<file path="src/rtl/nvm_pkg.sv">
// Shared constants for the nonvolatile array sequencer.
// Assumes byte-wide data and a three-bit control register.
package nvm_pkg;
    localparam int DATA_W   = 8;
    localparam int CTRL_GO  = 0;   // high-voltage enable bit
    localparam int CTRL_LAT = 1;   // latch bit
    localparam int CTRL_ERS = 2;   // erase select bit
    typedef logic [DATA_W-1:0] byte_t;
    localparam byte_t ERASED = 8'hFF;
endpackage

</file>
<file path="src/rtl/nvm_ctrl.sv">
// Sequencing logic: latch, enable and erase bits, target capture and commit issue.
// Assumes the caller presents a write to the control register and a target write
// as separate cycles. wr_target is already qualified for validity, protection and
// visibility.
module nvm_ctrl #(
    parameter int IDX_W = 5
) (
    input  logic                 clk,
    input  logic                 rst_n,
    input  logic                 wr_ctrl,
    input  logic                 wr_target,
    input  logic                 tgt_cfg,
    input  logic [IDX_W-1:0]     tgt_idx,
    input  nvm_pkg::byte_t       wdata,
    output logic                 go_q,
    output logic                 latch_q,
    output logic                 erase_q,
    output logic                 commit_q,
    output logic                 commit_erase,
    output logic                 commit_cfg,
    output logic [IDX_W-1:0]     commit_idx,
    output nvm_pkg::byte_t       commit_data
);
    import nvm_pkg::*;

    logic req_go, req_lat, req_ers;
    logic cap_valid;

    assign req_go  = wdata[CTRL_GO];
    assign req_lat = wdata[CTRL_LAT];
    assign req_ers = wdata[CTRL_ERS];

    // Control bits, unlock order and commit request.
    always_ff @(posedge clk) begin
        if (!rst_n) begin
            go_q         <= 1'b0;
            latch_q      <= 1'b0;
            erase_q      <= 1'b0;
            commit_q     <= 1'b0;
            commit_erase <= 1'b0;
            cap_valid    <= 1'b0;
        end else begin
            commit_q <= 1'b0;
            if (wr_ctrl) begin
                if (go_q) begin
                    if (!req_go) begin
                        go_q         <= 1'b0;
                        latch_q      <= req_lat;
                        commit_q     <= 1'b1;
                        commit_erase <= erase_q;
                        cap_valid    <= 1'b0;
                        erase_q      <= req_ers;
                    end
                end else begin
                    erase_q <= req_ers;
                    if (req_go && req_lat && !latch_q) begin
                        latch_q <= 1'b0;
                    end else begin
                        latch_q <= req_lat;
                    end
                    if (req_go && req_lat && latch_q && cap_valid) begin
                        go_q <= 1'b1;
                    end
                    if (!req_lat) begin
                        cap_valid <= 1'b0;
                    end
                end
            end else if (wr_target && latch_q && !cap_valid && !go_q) begin
                cap_valid <= 1'b1;
            end
        end
    end

    // Held target address and data; no reset needed.
    always_ff @(posedge clk) begin
        if (!wr_ctrl && wr_target && latch_q && !cap_valid && !go_q) begin
            commit_cfg  <= tgt_cfg;
            commit_idx  <= tgt_idx;
            commit_data <= wdata;
        end
    end
endmodule

</file>
<file path="src/rtl/nvm_store.sv">
// Array and configuration byte storage with program (AND) and erase (all ones)
// update. Assumes at most one commit per cycle, driven by the sequencer.
module nvm_store #(
    parameter int            DEPTH    = 32,
    parameter nvm_pkg::byte_t CFG_INIT = 8'h01,
    localparam int           IDX_W    = $clog2(DEPTH)
) (
    input  logic             clk,
    input  logic             rst_n,
    input  logic             commit_q,
    input  logic             commit_erase,
    input  logic             commit_cfg,
    input  logic [IDX_W-1:0] commit_idx,
    input  nvm_pkg::byte_t   commit_data,
    input  logic [IDX_W-1:0] rd_idx,
    output nvm_pkg::byte_t   rd_byte,
    output nvm_pkg::byte_t   cfg_byte
);
    import nvm_pkg::*;

    byte_t mem [DEPTH];
    byte_t new_val;
    byte_t old_val;

    // Value written by a commit: erase forces ones, program clears bits.
    always_comb begin
        old_val = commit_cfg ? cfg_byte : mem[commit_idx];
        new_val = commit_erase ? ERASED : (old_val & commit_data);
    end

    // Array storage, reset to the erased state.
    always_ff @(posedge clk) begin
        if (!rst_n) begin
            for (int i = 0; i < DEPTH; i++) mem[i] <= ERASED;
        end else if (commit_q && !commit_cfg) begin
            mem[commit_idx] <= new_val;
        end
    end

    // Configuration byte storage.
    always_ff @(posedge clk) begin
        if (!rst_n)                     cfg_byte <= CFG_INIT;
        else if (commit_q && commit_cfg) cfg_byte <= new_val;
    end

    assign rd_byte = mem[rd_idx];
endmodule

</file>
<file path="src/rtl/nvm_seq.sv">
// Top level: address decode, target qualification, read mux, pump select.
// Assumes the array sits at address 0 and has a power-of-two depth that divides
// evenly into SECTIONS equal sections.
module nvm_seq #(
    parameter int            ADDR_W    = 8,
    parameter int            DEPTH     = 32,
    parameter int            SECTIONS  = 4,
    parameter logic [7:0]    CTRL_ADDR = 8'h3E,
    parameter logic [7:0]    CFG_ADDR  = 8'h3F,
    parameter logic [7:0]    CFG_INIT  = 8'h01
) (
    input  logic                 clk,
    input  logic                 rst_n,
    input  logic [ADDR_W-1:0]    addr,
    input  logic [7:0]           wdata,
    input  logic                 wr_en,
    output logic [7:0]           rd_data,
    input  logic [SECTIONS:0]    prot_in,
    input  logic                 pump_src,
    output logic                 pump_sel,
    output logic                 hv_en,
    output logic                 busy
);
    import nvm_pkg::*;

    localparam int IDX_W = $clog2(DEPTH);
    localparam int SEC_W = (SECTIONS > 1) ? $clog2(SECTIONS) : 1;
    localparam logic [ADDR_W-1:0] DEPTH_A = ADDR_W'(DEPTH);

    logic             sel_ctrl, sel_cfg, sel_arr;
    logic             vis, sec_prot, wr_target;
    logic [IDX_W-1:0] idx;
    logic             ctrl_go, ctrl_latch, ctrl_erase;
    logic             commit_q, commit_erase, commit_cfg;
    logic [IDX_W-1:0] commit_idx;
    byte_t            commit_data, arr_byte, cfg_byte;

    assign idx      = addr[IDX_W-1:0];
    assign sel_ctrl = (addr == ADDR_W'(CTRL_ADDR));
    assign sel_cfg  = (addr == ADDR_W'(CFG_ADDR));
    assign sel_arr  = (addr < DEPTH_A);
    assign vis      = cfg_byte[0];

    // Section protect lookup; a single section uses bit 0 only.
    generate
        if (SECTIONS > 1) begin : g_multi
            assign sec_prot = prot_in[idx[IDX_W-1 -: SEC_W]];
        end else begin : g_single
            assign sec_prot = prot_in[0];
        end
    endgenerate

    // A write is a valid target when its byte is visible and unprotected.
    assign wr_target = wr_en && ((sel_arr && vis && !sec_prot) ||
                                 (sel_cfg && !prot_in[SECTIONS]));

    nvm_ctrl #(.IDX_W(IDX_W)) u_ctrl (
        .clk(clk), .rst_n(rst_n),
        .wr_ctrl(wr_en && sel_ctrl), .wr_target(wr_target),
        .tgt_cfg(sel_cfg), .tgt_idx(idx), .wdata(wdata),
        .go_q(ctrl_go), .latch_q(ctrl_latch), .erase_q(ctrl_erase),
        .commit_q(commit_q), .commit_erase(commit_erase), .commit_cfg(commit_cfg),
        .commit_idx(commit_idx), .commit_data(commit_data)
    );

    nvm_store #(.DEPTH(DEPTH), .CFG_INIT(CFG_INIT)) u_store (
        .clk(clk), .rst_n(rst_n),
        .commit_q(commit_q), .commit_erase(commit_erase), .commit_cfg(commit_cfg),
        .commit_idx(commit_idx), .commit_data(commit_data),
        .rd_idx(idx), .rd_byte(arr_byte), .cfg_byte(cfg_byte)
    );

    assign hv_en = ctrl_go;
    assign busy  = ctrl_go || commit_q;

    // Read mux: control, configuration, then the array gated by visibility and busy.
    always_comb begin
        rd_data = 8'h00;
        if (sel_ctrl) begin
            rd_data[CTRL_GO]  = ctrl_go;
            rd_data[CTRL_LAT] = ctrl_latch;
            rd_data[CTRL_ERS] = ctrl_erase;
        end else if (sel_cfg) begin
            rd_data = cfg_byte;
        end else if (sel_arr && vis) begin
            rd_data = busy ? ERASED : arr_byte;
        end
    end

    // Pump clock select register.
    always_ff @(posedge clk) begin
        if (!rst_n) pump_sel <= 1'b0;
        else        pump_sel <= pump_src;
    end
endmodule

</file>
<file path="config.mk">
export PLATFORM = sky130hd
export DESIGN_NAME = nvm_seq
export DESIGN_NICKNAME = d
export VERILOG_FILES = /design/src/rtl/nvm_pkg.sv /design/src/rtl/nvm_ctrl.sv /design/src/rtl/nvm_store.sv /design/src/rtl/nvm_seq.sv
export SDC_FILE = /design/constraint.sdc
export NUM_CORES = 1
export LEC_CHECK = 0
export ABC_AREA = 0
export CORE_UTILIZATION = 38
export DETAILED_ROUTE_END_ITERATION = 6
export DONT_BUFFER_PORTS = 1
export PLACE_DENSITY_LB_ADDON = 0.05
export SLEW_MARGIN = 25
export SYNTH_ARGS = -nofsm -noshare
export SYNTH_HDL_FRONTEND = slang
export SYNTH_SLANG_ARGS = --single-unit
</file>
<file path="constraint.sdc">
create_clock -name clk -period 5.5 [get_ports clk]
set_clock_uncertainty 0.05 [all_clocks]
set_input_delay 0.275 -clock clk [delete_from_list [all_inputs] [get_ports clk]]
set_output_delay 0.275 -clock clk [all_outputs]
set_load 0.01 [all_outputs]
</file>
==> flow_metrics.py <==
metrics = {
    "run_status": {
        "status": "finished, final reports clean",
    },
    "route": {
        "routedWlPerCell_um": 31.7,
        "post-route-drc-count": 0,
        "first_pass_iters": 5,
        "wl_um": 52400,
        "vias_per_cell": 6.00,
        "drtIter0Drc": 1040,
        "via_count": 9926,
        "ant_nets": 0,
    },
    "timing": {
        "clock.fmax_mhz": 295,
        "tightest_slew_ns": 1.06,
        "rsz0062_at_grt": "no",
        "setup_tns_ns": 0,
        "slew-limit-headroom": 0.286,
        "setup_slack_ns": 2.11,
        "period_needed_ns": 3.39,
        "final.period_utilization": 0.616,
        "finalHoldViolCount": 0,
        "report.final.slew_viol_count": 0,
        "setup_viol": 0,
    },
    "layout": {
        "num_antenna_cells": 0,
        "layout_commonest_cell": "nand2_1",
        "drive_above_1_share": 0.214,
        "final_cell_mix": "277 x nand2_1, 270 x edfxtp_1, 97 x mux4_2",
        "syn2layout_area_growth_pct": 10.4,
        "nNetsFinal": 1139,
        "n_fill_cell": 3618,
    },
    "power_and_ir_drop": {
        "total_power_w": 0.00492,
        "ir_drop_uv": 148,
        "p_leak_nw": 4.29,
        "power.density_mw_per_mm2": 294,
    },
    "global_route": {
        "overflow": 0,
        "grt_pass1_vias": 9664,
        "grt_antenna_before_repair": 0,
        "grt_use_met3": 0.0483,
        "grt_usage": 0.264,
        "grt_most_used_layer": "met2",
        "grt.met1_usage": 0.395,
        "grt_pass1_wl_um": 75000,
        "grt_max_degree": 61,
        "grt.met2_usage": 0.397,
    },
    "critical_path": {
        "endpoint_kind": "flip-flop",
        "crit_slowest_cell": "a311o_2",
        "r2r-end": "u_store.mem[9][7]$_SDFFCE_PN1P_",
        "slowest_delay_ns": 0.83,
        "crit_path_start_kind": "flip-flop",
        "path_max_fanout": 40,
        "critical_path_required_ns": 5.69,
        "crit_chain": "buf_12 > mux4_1 > a22o_1 > a221oi_2 > a311o_2 > nand2_1",
        "crit_arrival_ns": 3.58,
        "ff2ff_setup_slack_ns": 2.11,
        "crit_type": "reg2reg",
        "r2r_cells": 6,
    },
    "floorplanning": {
        "die_x_um": 202,
        "num_io_pins": 36,
        "core_mm2": 0.0389,
        "chipHeight_um": 202,
        "row_count": 72,
        "initial_core_util": 0.389,
        "die_area_mm2": 0.0406,
    },
    "yosys": {
        "netlist-cell-type-count": 58,
        "yosysSeqAreaShare": 0.562,
        "syn_area_per_cell_um2": 13.4,
        "synth_nets": 1151,
        "synthCells": 1126,
        "synth_top_flop_cell": "edfxtp_1",
        "synth-edff-count": 270,
        "synth_seq_cells": 290,
        "synth_area_mm2": 0.0151,
        "yosys_warnings": 0,
        "async_flop_share": 0,
    },
    "placed_design": {
        "dp_slack_ns": 2.10,
        "post-dp-hpwl_um": 35200,
        "globalplace.congestion": 0.888,
        "port_buffers": 0,
    },
    "clocking": {
        "clock_latency_ns": 0.55,
        "cts_resized": 0,
        "cts_buffers": 35,
        "cts_tree": "done",
        "path_clk_slew_ns": 0.06,
        "root_buffer": "clkbuf_16",
        "cts.hold.buffers_added": 16,
        "cts.path.max_buffers": 3,
        "cts_sinks": 290,
        "cts.htree.levels": 2,
        "postCtsSetupRepairBufs": 0,
    },
    "flow_run": {
        "cap_violations": 0,
    },
    "worst_hold_path": {
        "hold_path_end": "u_ctrl.erase_q$_SDFFE_PN0P_",
        "worstHoldStart": "wr_en",
        "min_delay_path_depth": 3,
        "hp-class": "in2reg",
    },
}
==> worst max-delay path by stage <==
stage | startpoint | end | slack (ns)
2_1_floorplan | addr[0] | rd_data[5] | 3.15
3_3_place_gp | flip-flop | u_store.mem[1][7]$_SDFFCE_PN1P_ | 2.16
3_5_place_dp | flip-flop | u_store.mem[9][7]$_SDFFCE_PN1P_ | 2.10
4_1_cts | flip-flop | u_store.mem[9][7]$_SDFFCE_PN1P_ | 2.07
5_1_grt | flip-flop | u_store.mem[9][7]$_SDFFCE_PN1P_ | 2.00
6_report | flip-flop | u_store.mem[9][7]$_SDFFCE_PN1P_ | 2.11
==> synth_stat cells, types with 15 or more instances <==
master    number  share of area
buf_2         21         0.0069
dfxtp_1       20          0.026
mux2i_1       71          0.047
o21ai_0       45          0.015
edfxtp_1     270           0.54
nor2_1        35         0.0087
clkbuf_1      27         0.0067
a21oi_1       18         0.0060
a22oi_1       16         0.0079
nand2_2       19         0.0079
buf_4         21          0.010
mux4_2        97           0.14
mux2_2        15          0.011
nand2_1      277          0.069
nand3_1       20         0.0066
buf_6         17          0.013
==> metal layers <==
layer | vias up | routed length, um
met3 | 54 | 3670
met2 | 431 | 23500
met5 | - | 0
met4 | 0 | 934
li1 | 4259 | -
met1 | 5182 | 24200
==> metrics by stage <==
step / hold slack, ns / util / instances / cell area, um2
global placement: 0.317 / 0.395 / 1579 / 15400
global route: 0.0325 / 0.429 / 1655 / 16700
CTS: 0.00523 / 0.429 / 1655 / 16700
detailed placement: 0.314 / 0.395 / 1579 / 15400
finish: 0.0244 / 0.429 / 1655 / 16700
floorplan: 0.324 / - / 1126 / 15100
==> state kept, by name, indices dropped and copies added, names as in the netlist, named ones only <==
signal / flops
u_ctrl.commit_data: 8
u_store.mem: 256
u_ctrl.commit_q: 1
u_ctrl.commit_cfg: 1
pump_sel: 1
u_ctrl.erase_q: 1
u_ctrl.commit_idx: 5
u_ctrl.cap_valid: 1
u_ctrl.latch_q: 1
u_ctrl.commit_erase: 1
u_ctrl.go_q: 1
u_store.cfg_byte: 8
==> cell type report <==
type / count / area [um2] / area share
clock buffer: 48 / 997 / 0.0597
clock inverter: 12 / 154 / 0.00921
inverter: 10 / 37.5 / 0.00225
multi-input combinational: 736 / 6000 / 0.359
sequential: 290 / 8510 / 0.510
tap: 518 / 648 / 0.0388
timing repair buffer: 41 / 360 / 0.0216
==> where the power goes <==
part           leakage, nW  internal, W  switching [W]
Sequential            2.02      0.00240    0.000000366
Clock                0.563      0.00145       0.000946
Combinational         1.71    0.0000482      0.0000733
==> worst max-delay path, delay by kind of cell (launching register included) <==
kind	cells	cell delay [ns]
buffers and inverters	1	0.32
AND/OR/NAND/NOR	1	0.15
multiplexers	1	0.44
AO/OA/AOI/OAI	3	1.33
flip-flops	1	0.67
==> cells by family after synthesis <==
logic type | share of synthesized area
AOI/OAI and AO/OA | 0.0649
buffers and inverters | 0.0424
DFF | 0.562
muxes | 0.210
and+or+nand+nor | 0.121
(Power assumes the default switching activity.)
